==> src/rtl/burst_seq_pkg.sv <==
package burst_seq_pkg;

    typedef enum logic [1:0] {
        ST_DESEL   = 2'd0,
        ST_LOAD    = 2'd1,
        ST_ADVANCE = 2'd2,
        ST_SUSPEND = 2'd3
    } seq_state_t;

    localparam int BEAT_W = 2;

    // Low address bits for a given beat count under either order.
    function automatic logic [BEAT_W-1:0] beat_low(
        input logic [BEAT_W-1:0] start,
        input logic [BEAT_W-1:0] count,
        input logic              linear
    );
        return linear ? (start + count) : (start ^ count);
    endfunction

endpackage

==> src/rtl/burst_ctrl.sv <==
module burst_ctrl
    import burst_seq_pkg::*;
(
    input  logic       clk,
    input  logic       rst_n,
    input  logic       strobe_cpu,
    input  logic       strobe_ctl,
    input  logic       advance,
    input  logic       ce_ok,
    output seq_state_t state,
    output logic       cpu_src,
    output logic       load_en,
    output logic       step_en
);

    seq_state_t state_nxt;
    logic       any_strobe;

    assign any_strobe = strobe_cpu | strobe_ctl;

    // Next-state decision.
    always_comb begin
        state_nxt = state;
        if (any_strobe) begin
            state_nxt = ce_ok ? ST_LOAD : ST_DESEL;
        end else begin
            unique case (state)
                ST_DESEL:   state_nxt = ST_DESEL;
                ST_LOAD,
                ST_ADVANCE,
                ST_SUSPEND: state_nxt = advance ? ST_ADVANCE : ST_SUSPEND;
                default:    state_nxt = ST_DESEL;
            endcase
        end
    end

    // State and source registers.
    always_ff @(posedge clk or negedge rst_n) begin
        if (!rst_n) begin
            state   <= ST_DESEL;
            cpu_src <= 1'b0;
        end else begin
            state <= state_nxt;
            if (any_strobe) begin
                cpu_src <= ce_ok & strobe_cpu;
            end
        end
    end

    // Datapath controls.
    always_comb begin
        load_en = any_strobe & ce_ok;
        step_en = 1'b0;
        unique case (state)
            ST_DESEL:   step_en = 1'b0;
            ST_LOAD,
            ST_ADVANCE,
            ST_SUSPEND: step_en = ~any_strobe & advance;
            default:    step_en = 1'b0;
        endcase
    end

    assert_deselect_R4: assert property (@(posedge clk) disable iff (!rst_n)
        (any_strobe && !ce_ok) |=> (state == ST_DESEL && !cpu_src));

    assert_cpu_priority_R3: assert property (@(posedge clk) disable iff (!rst_n)
        (strobe_cpu && strobe_ctl && ce_ok) |=> (state == ST_LOAD && cpu_src));

    assert_desel_idle_R9: assert property (@(posedge clk) disable iff (!rst_n)
        (state == ST_DESEL && !any_strobe) |=> (state == ST_DESEL));

endmodule

==> src/rtl/burst_counter.sv <==
module burst_counter
    import burst_seq_pkg::*;
(
    input  logic              clk,
    input  logic              rst_n,
    input  logic              load,
    input  logic              step,
    input  logic [BEAT_W-1:0] start_in,
    output logic [BEAT_W-1:0] start_q,
    output logic [BEAT_W-1:0] cnt_q
);

    always_ff @(posedge clk or negedge rst_n) begin
        if (!rst_n) begin
            start_q <= '0;
            cnt_q   <= '0;
        end else if (load) begin
            start_q <= start_in;
            cnt_q   <= '0;
        end else if (step) begin
            cnt_q   <= cnt_q + 1'b1;
        end
    end

    assert_count_wraps_R10: assert property (@(posedge clk) disable iff (!rst_n)
        (step && !load) |=> (cnt_q == BEAT_W'($past(cnt_q) + 1'b1)));

    assert_load_clears_R2: assert property (@(posedge clk) disable iff (!rst_n)
        load |=> (cnt_q == '0));

endmodule

==> src/rtl/addr_out_reg.sv <==
module addr_out_reg
    import burst_seq_pkg::*;
#(
    parameter int ADDR_W = 19
) (
    input  logic              clk,
    input  logic              rst_n,
    input  logic              load,
    input  logic              step,
    input  logic              order_lin,
    input  logic [ADDR_W-1:0] addr_in,
    input  logic [BEAT_W-1:0] start_q,
    input  logic [BEAT_W-1:0] cnt_q,
    output logic [ADDR_W-1:0] addr_q
);

    localparam int HI_W = ADDR_W - BEAT_W;

    logic [BEAT_W-1:0] low_nxt;

    always_comb begin
        low_nxt = beat_low(start_q, cnt_q + 1'b1, order_lin);
    end

    always_ff @(posedge clk or negedge rst_n) begin
        if (!rst_n) begin
            addr_q <= '0;
        end else if (load) begin
            addr_q <= addr_in;
        end else if (step) begin
            addr_q[BEAT_W-1:0] <= low_nxt;
        end
    end

    assert_upper_kept_R5: assert property (@(posedge clk) disable iff (!rst_n)
        (step && !load) |=> (addr_q[ADDR_W-1:BEAT_W] == $past(addr_q[ADDR_W-1:BEAT_W])));

    assert_hold_R8: assert property (@(posedge clk) disable iff (!rst_n)
        (!load && !step) |=> $stable(addr_q));

    assert_load_value_R2: assert property (@(posedge clk) disable iff (!rst_n)
        load |=> (addr_q == $past(addr_in)));

    initial begin
        assert_width_ok: assert (HI_W >= 1);
    end

endmodule

==> src/rtl/burst_addr_seq.sv <==
module burst_addr_seq
    import burst_seq_pkg::*;
#(
    parameter int ADDR_W = 19
) (
    input  logic              clk,
    input  logic              rst_n,
    input  logic [ADDR_W-1:0] addr_in,
    input  logic              strobe_cpu,
    input  logic              strobe_ctl,
    input  logic              advance,
    input  logic              ce_hi0,
    input  logic              ce_hi1,
    input  logic              ce_lo_n,
    input  logic              order_lin,
    output logic [ADDR_W-1:0] arr_addr,
    output logic              sel,
    output logic              cpu_cycle
);

    seq_state_t        state;
    logic              ce_ok;
    logic              load_en;
    logic              step_en;
    logic [BEAT_W-1:0] start_q;
    logic [BEAT_W-1:0] cnt_q;

    assign ce_ok = ce_hi0 & ce_hi1 & ~ce_lo_n;

    burst_ctrl u_ctrl (
        .clk        (clk),
        .rst_n      (rst_n),
        .strobe_cpu (strobe_cpu),
        .strobe_ctl (strobe_ctl),
        .advance    (advance),
        .ce_ok      (ce_ok),
        .state      (state),
        .cpu_src    (cpu_cycle),
        .load_en    (load_en),
        .step_en    (step_en)
    );

    burst_counter u_cnt (
        .clk      (clk),
        .rst_n    (rst_n),
        .load     (load_en),
        .step     (step_en),
        .start_in (addr_in[BEAT_W-1:0]),
        .start_q  (start_q),
        .cnt_q    (cnt_q)
    );

    addr_out_reg #(.ADDR_W(ADDR_W)) u_out (
        .clk       (clk),
        .rst_n     (rst_n),
        .load      (load_en),
        .step      (step_en),
        .order_lin (order_lin),
        .addr_in   (addr_in),
        .start_q   (start_q),
        .cnt_q     (cnt_q),
        .addr_q    (arr_addr)
    );

    assign sel = (state != ST_DESEL);

    assert_desel_addr_R4: assert property (@(posedge clk) disable iff (!rst_n)
        ((strobe_cpu || strobe_ctl) && !ce_ok) |=> ($stable(arr_addr) && !sel));

    assert_advance_ignored_R9: assert property (@(posedge clk) disable iff (!rst_n)
        (!sel && !strobe_cpu && !strobe_ctl) |=> $stable(arr_addr));

endmodule

==> config.mk <==
export PLATFORM = sky130hd
export DESIGN_NAME = burst_addr_seq
export DESIGN_NICKNAME = d
export VERILOG_FILES = /design/src/rtl/burst_seq_pkg.sv /design/src/rtl/burst_ctrl.sv /design/src/rtl/burst_counter.sv /design/src/rtl/addr_out_reg.sv /design/src/rtl/burst_addr_seq.sv
export SDC_FILE = /design/constraint.sdc
export NUM_CORES = 1
export LEC_CHECK = 0
export ABC_AREA = 1
export BUFFER_PORTS_ARGS = -buffer_cell sky130_fd_sc_hd__buf_2
export CORE_ASPECT_RATIO = 1.2
export CORE_MARGIN = 3
export CORE_UTILIZATION = 42
export DETAILED_ROUTE_END_ITERATION = 10
export PLACE_DENSITY = 0.84
export SLEW_MARGIN = 40
export SYNTH_ARGS = -nofsm -noshare
export SYNTH_HDL_FRONTEND = slang
export SYNTH_SLANG_ARGS = --single-unit
==> constraint.sdc <==
create_clock -name clk -period 1 [get_ports clk]
set_input_delay 0.2 -clock clk [delete_from_list [all_inputs] [get_ports clk]]
set_output_delay 0.2 -clock clk [all_outputs]
set_load 0.05 [all_outputs]
==> impl_metrics.py <==
metrics = {
    "floorplan": {
        "die_h_um": 63.8,
        "die_x_um": 54.2,
        "start_util_pct": 45.0,
        "die_area_um2": 3460,
        "core-area_um2": 2600,
        "pin_count": 49,
        "core.rowCount": 20,
    },
    "grt": {
        "grt_pass1_vias": 1085,
        "grt_max_degree": 27,
        "grt_usage_pct": 18.3,
        "antenna_found_initial": 0,
        "grt_pass1_wl_um": 4800,
        "gr-total-overflow": 0,
    },
    "synth": {
        "synth.yosys.warnings": 0,
        "ys_seq_area_share_pct": 55.6,
        "syn-num-nets": 156,
        "synth_top_area_share_pct": 55.6,
        "syn_inst": 127,
        "ys_types": 19,
        "synth.avg_cell_area_um2": 9.22,
        "synth_top_area_cell": "dfrtp_1",
        "ys_ff_latch": 26,
        "synth_area_um2": 1170,
        "yosys-top-cells-area": "dfrtp_1, nand2_1, nand2_2",
    },
    "setup_path": {
        "setup.worst_path.class": "flip-flop to primary output",
        "end_kind": "primary output",
        "worstPathCellList": "inv_2, nand2_4, buf_8",
        "slowest_stage": "dfrtp_1",
        "crit_family": "flip-flops",
        "path_buf_inv": 2,
        "critPathMaxStageDelay_ns": 0.40,
        "cp-start-kind": "flip-flop",
        "cp_max_fo": 2,
        "required_ns": 0.80,
        "critPathArrivalTime_ns": 0.97,
    },
    "sta": {
        "clock_skew_ns": 0.00363,
        "rsz0062_at_grt": "true",
        "relSlewSlack_pct": 61.6,
        "hold_violations": 0,
        "fin_crit_sh_pct": 117,
        "drv_slew": 0,
        "worstMarginPinSlew_ns": 0.576,
        "tns_ns": -2.29,
        "setup_violations": 24,
        "fin_crit_ns": 1.17,
        "max_freq_ghz": 0.855,
        "setup_ws_ns": -0.169,
    },
    "drt": {
        "routed_wl_um": 2830,
        "drc": 0,
        "vias": 1086,
        "drt_iter0_markers": 32,
        "post_drt_wl_per_cell_um": 12.4,
        "antenna_left": 0,
        "avgViaCountPerCell": 4.76,
        "firstDrtPassIters": 6,
    },
    "power": {
        "leakage_nw": 0.986,
        "ir_worst_vdd_uv": 1550,
        "pwr_density_cell_nw_per_um2": 2010,
    },
    "outcome": {
        "violations": "setup timing",
        "outcome": "finished with violations",
    },
    "clocking": {
        "cts_tree": "built",
        "clk_latency_ns": 0.32,
        "numCtsBuffers": 3,
        "clkTransAtPathRegs_ns": 0.14,
        "cts_sinks": 26,
        "htree_levels": 1,
        "cts_root_buffer": "clkbuf_4",
        "cts_max_path_buffers": 2,
    },
    "place": {
        "globalplace.congestion": 0.722,
        "hpwlAfterDp_um": 1910,
        "dp_cells": 210,
        "portBuffers": 48,
    },
    "cells_and_area": {
        "multi_input_area_um2": 502,
        "drive_above_1_share_pct": 52.8,
        "fin_nets": 225,
        "syn2layout_area_growth_pct": 53.1,
        "final.fill_count": 190,
        "seqCellArea_um2": 651,
        "num_antenna_cells": 0,
        "final_cells": 228,
    },
    "run": {
        "cap_violations": 0,
    },
    "hold_path": {
        "holdCritPathClass": "input port to flip-flop",
    },
}
[where the power goes]
| part | internal (mW) | leakage, nW | switching, mW |
|---|---|---|---|
| combinational | 0.676 | 0.638 | 1.00 |
| sequential | 1.25 | 0.327 | 0.156 |
| clock | 0.223 | 0.0210 | 0.305 |
| total | 2.14 | 0.986 | 1.46 |
[cells by family after synthesis]
kind of cell | count (synthesis) | share of synthesized area [%]
AOI/OAI and AO/OA | 5 | 2.56
adders and majority gates | 1 | 1.07
buffers and inverters | 13 | 6.95
DFF | 26 | 55.6
and+or+nand+nor | 82 | 33.9
[per-stage QoR]
stage	util [%]	area [µm²]	hold WS [ns]	power [mW]	worst slack [ns]
6_report	68.9	1790	0.0638	3.61	-0.169
2_1_floorplan	-	1200	-0.0956	2.27	-0.0248
3_3_place_gp	56.7	1480	0.217	2.58	-0.0308
4_1_cts	66.7	1740	0.0588	3.53	-0.179
3_5_place_dp	56.7	1480	0.229	2.63	-0.0898
5_1_grt	68.9	1790	0.0541	3.81	-0.234
[synth_stat cells]
library cell  instances
nand2_1              56
buf_12                1
nand2_8               1
ha_1                  1
o21ai_0               3
inv_6                 1
o22ai_1               1
nor2_4                1
inv_1                 7
buf_6                 1
nor2_8                1
nand3_1               9
buf_4                 1
a21oi_2               1
inv_2                 2
nor2_1                1
dfrtp_1              26
nand2_2              12
nand2_4               1
[worst paths after layout]
kind | cells after the start | slack [ns] | endpoint | start
min | 3 | 0.06 | u_out.addr_q[5] | addr_in[5]
min reg2reg | 2 | 0.52 | u_out.addr_q[14] | u_out.addr_q[14]
min in group asynchronous | 2 | 0.39 | u_out.addr_q[8] | rst_n
max reg2reg | 6 | -0.13 | u_out.addr_q[1] | u_cnt.cnt_q[0]
max | 3 | -0.17 | sel | u_ctrl.state[1]
max in group asynchronous | 2 | 0.23 | u_out.addr_q[2] | rst_n
[placed cells by master (no fill, tap or decap), types with 2 or more instances in the layout]
cell type,synthesis,final
nand2_1,56,53
buf_2,0,27
dfrtp_1,26,26
buf_6,1,20
buf_4,1,18
nand2_2,12,14
inv_2,2,5
nand3_1,9,5
inv_1,7,4
nand3_2,0,3
clkbuf_4,0,3
nand2_4,1,2
o21ai_0,3,2
[state kept, by name, indices dropped and copies added, names as in the netlist]
signal          count
u_out.addr_q       19
u_cnt.cnt_q         2
u_cnt.start_q       2
u_ctrl.state        2
u_ctrl.cpu_src      1
[worst min-delay path: cells and delay by family]
kind	cells	cell delay (ns)
simple gates	2	0.08
buf+inv	1	0.07
[per-layer routing]
metal	wire length (µm)	track usage (%)	up-vias
li1	-	-	524
met1	1100	23.9	515
met2	1480	30.1	43
met3	209	3.50	4
met4	31	5.30	0
met5	0	0	-
[layout make-up]
class	instances	share of cell area, %
flip-flops and latches	26	36.3
repair buffers	67	29.0
multi-input cells	88	28.0
inverters	10	2.37
well taps	33	2.30
clock buffers	4	2.02
[timing repair]
item,in CTS,in global routing
hold buffers,1,0
buffers inserted,8,5
pin swaps,4,6
setup endpoints to repair,22,25
cloned,0,0
resized for setup,48,6
hold endpoints to repair,26,0
Note: power is estimated with default switching activity, not from simulation.
